===== src/rtl/pw_rx_pkg.sv =====
package pw_rx_pkg;
    typedef enum logic [1:0] {
        S_IDLE  = 2'd0,
        S_STORE = 2'd1,
        S_DROP  = 2'd2,
        S_SKIP  = 2'd3
    } pw_state_t;

    localparam int MODE_SNOOP = 20;
    localparam int MODE_QIE   = 8;
    localparam int MODE_EIE   = 5;
    localparam int MODE_CQ    = 1;
    localparam int MODE_EN    = 0;

    localparam int STAT_FULL  = 20;
    localparam int STAT_TERR  = 7;
    localparam int STAT_QINT  = 4;
    localparam int STAT_DISC  = 3;
    localparam int STAT_BUSY  = 2;

    localparam logic [1:0] ADR_MODE = 2'd0;
    localparam logic [1:0] ADR_STAT = 2'd1;
    localparam logic [1:0] ADR_IDX  = 2'd2;
    localparam logic [1:0] ADR_DATA = 2'd3;
endpackage


===== src/rtl/pw_rx_fsm.sv =====
module pw_rx_fsm
    import pw_rx_pkg::*;
#(
    parameter int WORDS = 16,
    localparam int CW = $clog2(WORDS)
) (
    input  logic          clk,
    input  logic          rst_n,
    input  logic          valid_i,
    input  logic          en_i,
    input  logic          full_i,
    output logic          wr_o,
    output logic [CW-1:0] wr_idx_o,
    output logic          done_o,
    output logic          drop_o,
    output logic          busy_o
);
    localparam logic [CW-1:0] LAST = CW'(WORDS - 1);

    pw_state_t     state_q, state_d;
    logic [CW-1:0] cnt_q, cnt_d;
    logic          end_msg;

    assign end_msg = valid_i && (cnt_q == LAST);

    always_comb begin
        state_d = state_q;
        cnt_d   = cnt_q;
        unique case (state_q)
            S_IDLE: if (valid_i) begin
                cnt_d = CW'(1);
                if (!en_i)       state_d = S_SKIP;   // GO_SKIP
                else if (full_i) state_d = S_DROP;   // GO_DROP
                else             state_d = S_STORE;  // GO_STORE
            end
            S_STORE, S_DROP, S_SKIP: if (valid_i) begin
                if (end_msg) begin
                    state_d = S_IDLE;                // END_MSG
                    cnt_d   = '0;
                end else begin
                    cnt_d = cnt_q + CW'(1);
                end
            end
        endcase
    end

    always_ff @(posedge clk) begin
        if (!rst_n) begin
            state_q <= S_IDLE;
            cnt_q   <= '0;
        end else begin
            state_q <= state_d;
            cnt_q   <= cnt_d;
        end
    end

    always_comb begin
        wr_o     = 1'b0;
        wr_idx_o = cnt_q;
        done_o   = 1'b0;
        drop_o   = 1'b0;
        unique case (state_q)
            S_IDLE: begin
                wr_idx_o = '0;
                wr_o     = valid_i && en_i && !full_i;
                drop_o   = valid_i && en_i && full_i;
            end
            S_STORE: begin
                wr_o   = valid_i;
                done_o = end_msg;
            end
            S_DROP, S_SKIP: ;
        endcase
    end

    assign busy_o = (state_q == S_STORE);

    // no store in progress while the slot is full
    assert_store_not_full_R8: assert property (@(posedge clk) disable iff (!rst_n)
        (state_q == S_STORE) |-> !full_i);
    // a skipped message never writes the slot
    assert_skip_no_write_R5: assert property (@(posedge clk) disable iff (!rst_n)
        (state_q == S_SKIP) |-> !wr_o);
endmodule


===== src/rtl/pw_rx_slot.sv =====
module pw_rx_slot #(
    parameter int WORDS = 16,
    parameter int DW    = 32,
    localparam int CW   = $clog2(WORDS)
) (
    input  logic          clk,
    input  logic          rst_n,
    input  logic          wr_i,
    input  logic [CW-1:0] wr_idx_i,
    input  logic [DW-1:0] wr_data_i,
    input  logic [CW-1:0] rd_idx_i,
    output logic [DW-1:0] rd_data_o
);
    logic [DW-1:0] mem_q [WORDS];

    for (genvar g = 0; g < WORDS; g++) begin : g_word
        always_ff @(posedge clk) begin
            if (!rst_n)                                 mem_q[g] <= '0;
            else if (wr_i && (wr_idx_i == CW'(g)))      mem_q[g] <= wr_data_i;
        end
    end

    assign rd_data_o = mem_q[rd_idx_i];
endmodule


===== src/rtl/pw_rx_regs.sv =====
module pw_rx_regs
    import pw_rx_pkg::*;
#(
    parameter int DW = 32,
    parameter int WORDS = 16,
    localparam int CW = $clog2(WORDS)
) (
    input  logic          clk,
    input  logic          rst_n,
    input  logic          we_i,
    input  logic [1:0]    addr_i,
    input  logic [DW-1:0] wdata_i,
    input  logic          done_i,
    input  logic          drop_i,
    input  logic          err_i,
    input  logic          busy_i,
    output logic          en_o,
    output logic          full_o,
    output logic [CW-1:0] idx_o,
    output logic [DW-1:0] mode_o,
    output logic [DW-1:0] stat_o,
    output logic          irq_o
);
    logic snoop_q, qie_q, eie_q, en_q;
    logic full_q, terr_q, qint_q, disc_q;
    logic [CW-1:0] idx_q;
    logic mode_wr, stat_wr, cq_wr;

    assign mode_wr = we_i && (addr_i == ADR_MODE);
    assign stat_wr = we_i && (addr_i == ADR_STAT);
    assign cq_wr   = mode_wr && wdata_i[MODE_CQ];

    always_ff @(posedge clk) begin
        if (!rst_n) begin
            snoop_q <= 1'b0; qie_q <= 1'b0; eie_q <= 1'b0; en_q <= 1'b0;
            full_q  <= 1'b0; terr_q <= 1'b0; qint_q <= 1'b0; disc_q <= 1'b0;
            idx_q   <= '0;
        end else begin
            if (mode_wr) begin
                snoop_q <= wdata_i[MODE_SNOOP];
                qie_q   <= wdata_i[MODE_QIE];
                eie_q   <= wdata_i[MODE_EIE];
                en_q    <= wdata_i[MODE_EN];
            end
            if (we_i && (addr_i == ADR_IDX)) idx_q <= wdata_i[CW-1:0];
            // a completing store wins over a simultaneous clear
            if (done_i)     full_q <= 1'b1;
            else if (cq_wr) full_q <= 1'b0;
            if (done_i)                             qint_q <= 1'b1;
            else if (stat_wr && wdata_i[STAT_QINT]) qint_q <= 1'b0;
            if (drop_i)                             disc_q <= 1'b1;
            else if (stat_wr && wdata_i[STAT_DISC]) disc_q <= 1'b0;
            if (err_i)                                      terr_q <= 1'b1;
            else if (stat_wr && wdata_i[STAT_TERR] && !en_q) terr_q <= 1'b0;
        end
    end

    always_comb begin
        mode_o = '0;
        mode_o[MODE_SNOOP] = snoop_q;
        mode_o[MODE_QIE]   = qie_q;
        mode_o[MODE_EIE]   = eie_q;
        mode_o[MODE_EN]    = en_q;
        stat_o = '0;
        stat_o[STAT_FULL]  = full_q;
        stat_o[STAT_TERR]  = terr_q;
        stat_o[STAT_QINT]  = qint_q;
        stat_o[STAT_DISC]  = disc_q;
        stat_o[STAT_BUSY]  = busy_i;
    end

    assign en_o   = en_q;
    assign full_o = full_q;
    assign idx_o  = idx_q;
    assign irq_o  = (qint_q && qie_q) || (terr_q && eie_q);

    // queue full only rises after a completed store
    assert_full_rise_R2: assert property (@(posedge clk) disable iff (!rst_n)
        $rose(full_q) |-> $past(done_i));
    // queue full only falls after a clear-queue command
    assert_full_fall_R3: assert property (@(posedge clk) disable iff (!rst_n)
        $fell(full_q) |-> $past(cq_wr));
    // a dropped message leaves the discarded flag set
    assert_drop_flag_R4: assert property (@(posedge clk) disable iff (!rst_n)
        drop_i |=> disc_q);
    // transaction error survives while the unit is enabled
    assert_terr_hold_R6: assert property (@(posedge clk) disable iff (!rst_n)
        (terr_q && en_q) |=> terr_q);
endmodule


===== src/rtl/pw_rx_unit.sv =====
module pw_rx_unit
    import pw_rx_pkg::*;
#(
    parameter int WORDS = 16,
    parameter int DW    = 32
) (
    input  logic          clk,
    input  logic          rst_n,
    input  logic          reg_we,
    input  logic [1:0]    reg_addr,
    input  logic [DW-1:0] reg_wdata,
    output logic [DW-1:0] reg_rdata,
    input  logic          msg_valid,
    input  logic [DW-1:0] msg_word,
    input  logic          err_strobe,
    output logic          irq
);
    localparam int CW = $clog2(WORDS);

    logic          en, full, wr, done, drop, busy;
    logic [CW-1:0] wr_idx, rd_idx;
    logic [DW-1:0] mode_v, stat_v, slot_v;

    pw_rx_fsm #(.WORDS(WORDS)) u_fsm (
        .clk(clk), .rst_n(rst_n), .valid_i(msg_valid), .en_i(en), .full_i(full),
        .wr_o(wr), .wr_idx_o(wr_idx), .done_o(done), .drop_o(drop), .busy_o(busy)
    );

    pw_rx_slot #(.WORDS(WORDS), .DW(DW)) u_slot (
        .clk(clk), .rst_n(rst_n), .wr_i(wr), .wr_idx_i(wr_idx), .wr_data_i(msg_word),
        .rd_idx_i(rd_idx), .rd_data_o(slot_v)
    );

    pw_rx_regs #(.DW(DW), .WORDS(WORDS)) u_regs (
        .clk(clk), .rst_n(rst_n), .we_i(reg_we), .addr_i(reg_addr), .wdata_i(reg_wdata),
        .done_i(done), .drop_i(drop), .err_i(err_strobe), .busy_i(busy),
        .en_o(en), .full_o(full), .idx_o(rd_idx), .mode_o(mode_v), .stat_o(stat_v),
        .irq_o(irq)
    );

    always_comb begin
        unique case (reg_addr)
            ADR_MODE: reg_rdata = mode_v;
            ADR_STAT: reg_rdata = stat_v;
            ADR_IDX:  reg_rdata = DW'(rd_idx);
            ADR_DATA: reg_rdata = slot_v;
        endcase
    end

    // the clear-queue command bit never reads back as 1
    assert_cq_reads_zero_R3: assert property (@(posedge clk) disable iff (!rst_n)
        (reg_addr == ADR_MODE) |-> !reg_rdata[MODE_CQ]);
endmodule


===== config.mk =====
export PLATFORM = sky130hd
export DESIGN_NAME = pw_rx_unit
export DESIGN_NICKNAME = d
export VERILOG_FILES = /design/src/rtl/pw_rx_pkg.sv /design/src/rtl/pw_rx_fsm.sv /design/src/rtl/pw_rx_slot.sv /design/src/rtl/pw_rx_regs.sv /design/src/rtl/pw_rx_unit.sv
export SDC_FILE = /design/constraint.sdc
export NUM_CORES = 1
export LEC_CHECK = 0
export BUFFER_PORTS_ARGS = -buffer_cell sky130_fd_sc_hd__buf_2
export CAP_MARGIN = 0
export CORE_MARGIN = 4
export CORE_UTILIZATION = 40
export DETAILED_ROUTE_END_ITERATION = 12
export PLACE_DENSITY = 0.62
export SKIP_CTS_REPAIR_TIMING = 1
export SLEW_MARGIN = 30
export SYNTH_ARGS = -nofsm -noshare
export SYNTH_HDL_FRONTEND = slang
export SYNTH_HIERARCHICAL = 1
export SYNTH_SLANG_ARGS = --single-unit

===== constraint.sdc =====
create_clock -name clk -period 12.7 [get_ports clk]
set_input_delay 2.54 -clock clk [delete_from_list [all_inputs] [get_ports clk]]
set_output_delay 2.54 -clock clk [all_outputs]
set_load 0.02 [all_outputs]

After elaboration in Yosys (flattened, before gate mapping)
Memories as Yosys holds them, arrays and structs flattened. A register that Yosys moved wholly into a read port is not among the register bits.
Index checks and enable logic that the tools add are counted.
{ "op_classes": {"add_sub_neg": 1, "eq_ne": 25, "mux": 90, "bitwise": 16, "reduce_logical": 43} }
{ "ops": {"columns": ["cell", "count"], "rows": [
  ["32-bit two-way mux", 16],
  ["32-bit case mux with 4 select lines", 1],
  ["1-bit two-way mux", 59],
  ["4-bit == test, second input constant", 9],
  ["1-bit logical AND", 30],
  ["4-bit two-way mux", 6],
  ["4-bit by 3-bit == test with 1-bit output, second input constant", 4],
  ["1-bit OR", 16],
  ["2-bit two-way mux", 5],
  ["2-bit == test, second input constant", 4],
  ["4-bit by 2-bit == test with 1-bit output, second input constant", 2],
  ["4-bit case mux with 2 select lines", 1],
  ["2-bit nonzero test", 4],
  ["4-bit by 1-bit adder with 4-bit output, second input constant", 1],
  ["2-bit by 1-bit == test with 1-bit output, second input constant", 2],
  ["4-bit by 1-bit == test with 1-bit output, second input constant", 1],
  ["2-bit zero test", 2],
  ["4-bit zero test", 1],
  ["2-bit != test, second input constant", 2],
  ["2-bit case mux with 2 select lines", 1],
  ["3-bit AND reduction", 1],
  ["3-bit OR reduction", 1],
  ["1-bit zero test", 2],
  ["2-bit by 1-bit != test with 1-bit output, second input constant", 1],
  ["other kinds (3)", 3]
]} }
{ "word_totals": {"reg_bits": 18, "ram_bits": 512, "inputBits": 71, "output_inout_bits": 33, "wordCells": 187, "n_memories": 1} }
{ "memory_table": {"columns": ["memory", "words", "width", "read_ports", "rd_ports_with_merged_regs", "wr", "line", "source"], "rows": [
  ["u_slot.mem_q", 16, 32, 1, 1, 16, "pw_rx_slot.sv:14", "logic [DW-1:0] mem_q [WORDS];"]
]} }

Longest topological paths before layout
{ "logic_depth": {"word_depth": 8, "ltp_mapped": 8, "mapped_depth_nobuf": 6} }

Modules after synthesis
The synthesis kept the hierarchy.
{ "by_module_without_submodules": {"columns": ["module", "n_inst", "cells_per_inst", "area_each_um2", "seq_area_each_um2"], "rows": [
  ["pw_rx_slot", 1, 1422, 22826.9, 15374.7],
  ["pw_rx_regs", 1, 118, 983.4, 240.2],
  ["pw_rx_unit", 1, 71, 837.1, 0.0],
  ["pw_rx_fsm", 1, 44, 380.4, 120.1]
]} }

Worst setup path before layout
No wires, ideal clock.
{ "synth_path": {"path_kind": "in2reg", "startpoint": "input msg_valid", "endpoint": "memory u_slot.mem_q[1][0], enable pin", "setup_time_ns": 0.466, "arrival_time_ns": 5.714, "required_ns": 12.234, "slack_ns": 6.520, "cell_stages": 4, "path_buffers": 0, "path_cell_list": "nand2b_1 -> nor2_1 -> or3b_2 -> o21ai_0"} }
{ "synth_lines": {"columns": ["item", "line", "source"], "rows": [
  ["from (decl)", "pw_rx_unit.sv:13", "input logic msg_valid,"],
  ["to (decl)", "pw_rx_slot.sv:14", null]
]} }

Final worst setup path
{ "layout_path": {"startpoint": "input reg_addr[1]", "endpoint": "output reg_rdata[8]"} }
{ "layout_between": {"elab_chain_len": 2} }
{ "layout_lines": {"columns": ["item", "line", "source"], "rows": [
  ["from (decl)", "pw_rx_unit.sv:10", "input logic [1:0] reg_addr,"],
  ["2-bit == test, or another cell as far along", "pw_rx_unit.sv:42", "unique case (reg_addr)"],
  ["32-bit case mux with 4 select lines (*)", "pw_rx_unit.sv:42", null],
  ["to (decl)", "pw_rx_unit.sv:12", "output logic [DW-1:0] reg_rdata,"]
]} }
Every way passes the cells marked *; elsewhere a longest branch is shown, timed or not.

==> results.ini <==
[route]
drt_iter0_drc = 1419
vias_per_cell = 5.432
wl_per_cell_um = 25.19
ant_nets = 0
first_pass_iters = 5
drc = 0
wl_um = 64770
via_count = 13970

[clocking]
htreeDepth = 2
clk_latency_ns = 0.61
numCtsBuffers = 55
clk_pin_slew_worst_paths_ns = 0.06
cts.sink_count = 530
cts_tree = done
clk_path_buf_depth = 3
cts_root_buf = clkbuf_16

[global_route]
grt_max_degree = 50
grt-ovfl-total = 0
antenna_found_initial = 8
grt_pass1_vias = 14390
grt_usage_pct = 19.42
grt_pass1_wl_um = 95280

[timing]
relSlewSlack_pct = 39.00
hold_viol_final = 0
min_period_ns = 6.721
clock.fmax_mhz = 148.8
worst_pin_slew_ns = 0.9115
rsz0062_at_grt = no
fin_worst_skew_ns = 0.01990
slew_viol_final = 0
finalSetupTns_ns = 0
setup_viol = 0
fin_crit_sh_pct = 52.92

[yosys]
ys_seq_area_share_pct = 62.87
synthCells = 1655
yosysWarningCount = 6
yosysTopAreaCellShare_pct = 61.43
synth_area_leaders = edfxtp_1, and2_1, mux4_2
synth_top_area_cell = edfxtp_1
syn_area_um2 = 25030
synth-edff-count = 512
synth_flop_cell = edfxtp_1
async_reset_ff_share_pct = 0
synthDistinctLibCells = 48
avgSynthCellArea_um2 = 15.12
ys_seq_elements = 530

[floorplan]
initial_core_util_pct = 40.48
coreArea_um2 = 61830
rows = 91
die_x_um = 258.1
die_area_um2 = 66640
die_h_um = 258.1
io_pins = 104

[final_layout]
mostFrequentLayoutCells = and2_1, edfxtp_1, mux4_2
fillers = 5359
drive_gt1_share_pct = 23.04
area_growth_pct = 12.91
fin_util_pct = 45.71
nets = 1758

[flow_run]
drv_cap = 0

[placement]
dp_hpwl_um = 36880
portBuffers = 80
gp_congestion = 0.6997

[setup_path]
r2r-start = u_fsm/state_q[0]
crit_fanout = 36
crit_arrival_ns = 4.18
r2r_end = u_slot/mem_q[8][2]
cp-end-kind = output pin
start_kind = input pin
reg2reg_slack_ns = 9.57
cp.required_ns = 10.16
r2r_cells = 5
worstSetupPathType = in -> out

[power]
p_int_mw = 2.924
ir_worst_vdd_v = 0.0001091
power_frac_clock_pct = 39.9
p_per_area_nw_per_um2 = 133.6
p_sw_mw = 0.8498
p_leak_nw = 10.21
power_frac_comb_pct = 7.2
p_sw_share_pct = 22.52
seqPwrFrac_pct = 52.8

[hold_path]
hold_path_class = reg -> reg
min_to = u_regs/snoop_q
worstHoldPathCells = 2
hold_start = u_regs/snoop_q

[status]
status = finished, final reports clean

[routing by layer]
metal  up-vias  wire length, µm  part of all wire, %  GRT usage (%)
met1      7168            26990                   42          27.04
met4         2             1792                  2.8          5.170
met3       126             5623                  8.7          4.639
li1       6071                -                    -              -
met5         -                8                0.012              0
met2       598            30360                   47          30.88
[final cells by class]
type,instances,area [µm²],area share (%)
Antenna cell,2,5.005,0.01771
Clock buffer,70,1454,5.145
Clock inverter,33,214.0,0.7571
Inverter,4,15.01,0.05313
Multi-Input combinational cell,971,8705,30.80
Sequential cell,530,15740,55.71
Tap cell,837,1047,3.706
Timing Repair Buffer,124,1076,3.808
[logic make-up after synthesis]
family,Yosys count,share of synthesized area (%)
other,1,0.01498
buffers and inverters,208,4.459
DFF,530,62.87
adders and majority gates,1,0.04998
AOI/OAI and AO/OA,130,3.799
muxes,168,13.85
and+or+nand+nor,617,14.96
[power by group through the flow]
stage | clock (mW) | sequential (mW) | combinational [mW]
6_report | 1.51 | 1.99 | 0.272
5_1_grt | 1.62 | 2.00 | 0.292
4_1_cts | 1.54 | 2.00 | 0.274
3_5_place_dp | 0 | 2.03 | 0.273
3_3_place_gp | 0 | 2.03 | 0.267
2_1_floorplan | 0 | 2.03 | 0.186
[how the worst max path moves through the flow]
stage / end / start
after floorplan: u_slot/mem_q[1][0] / msg_valid
final: reg_rdata[8] / reg_addr[1]
after detailed placement: reg_rdata[8] / reg_addr[0]
after global routing: reg_rdata[24] / u_regs/idx_o[0]
after CTS: reg_rdata[8] / reg_addr[0]
after global placement: reg_rdata[5] / reg_addr[0]
[sequential cells by signal (all words and copies together) (netlist names), 2 cells and up]
register and flops:
u_slot/mem_q 512, u_regs/idx_o 4, u_fsm/state_q 2, u_fsm/cnt_q 4
[synthesized netlist by cell type (2+ instances only)]
cell and number:
a211o_1 2, a21boi_1 3, a21oi_1 2, a22o_1 29
a22oi_1 64, a31oi_1 4, and2_1 513, and3b_1 2
buf_1 10, buf_2 16, buf_4 74, buf_6 5
clkbuf_1 99, dfxtp_1 18, edfxtp_1 512, inv_1 4
mux2_2 2, mux2_4 26, mux2i_1 8, mux4_2 132
nand2_1 50, nand2b_1 4, nand3_1 2, nand3b_1 2
nand4b_1 3, nor2_1 21, nor2b_1 6, nor3b_1 2
o21ai_0 21
[stage by stage]
step | total power [mW] | hold slack [ns] | instance area, µm² | setup WS, ns | cells
2_1_floorplan | 2.214 | 0.4351 | 25230 | 6.520 | 1709
4_1_cts | 3.813 | 0.4635 | 28220 | 5.668 | 2568
5_1_grt | 3.914 | 0.4789 | 28260 | 5.796 | 2570
6_report | 3.774 | 0.4600 | 28260 | 5.979 | 2571
3_3_place_gp | 2.294 | 0.4500 | 26100 | 5.783 | 2448
3_5_place_dp | 2.304 | 0.4553 | 26550 | 5.672 | 2465
[worst max-delay path: stages]
cell    delay (ns)
buf_2         0.08
buf_4         0.59
nor2_4        0.25
buf_16        0.25
a22o_1        0.28
buf_2         0.17
Note: power is estimated with default switching activity, not from simulation.
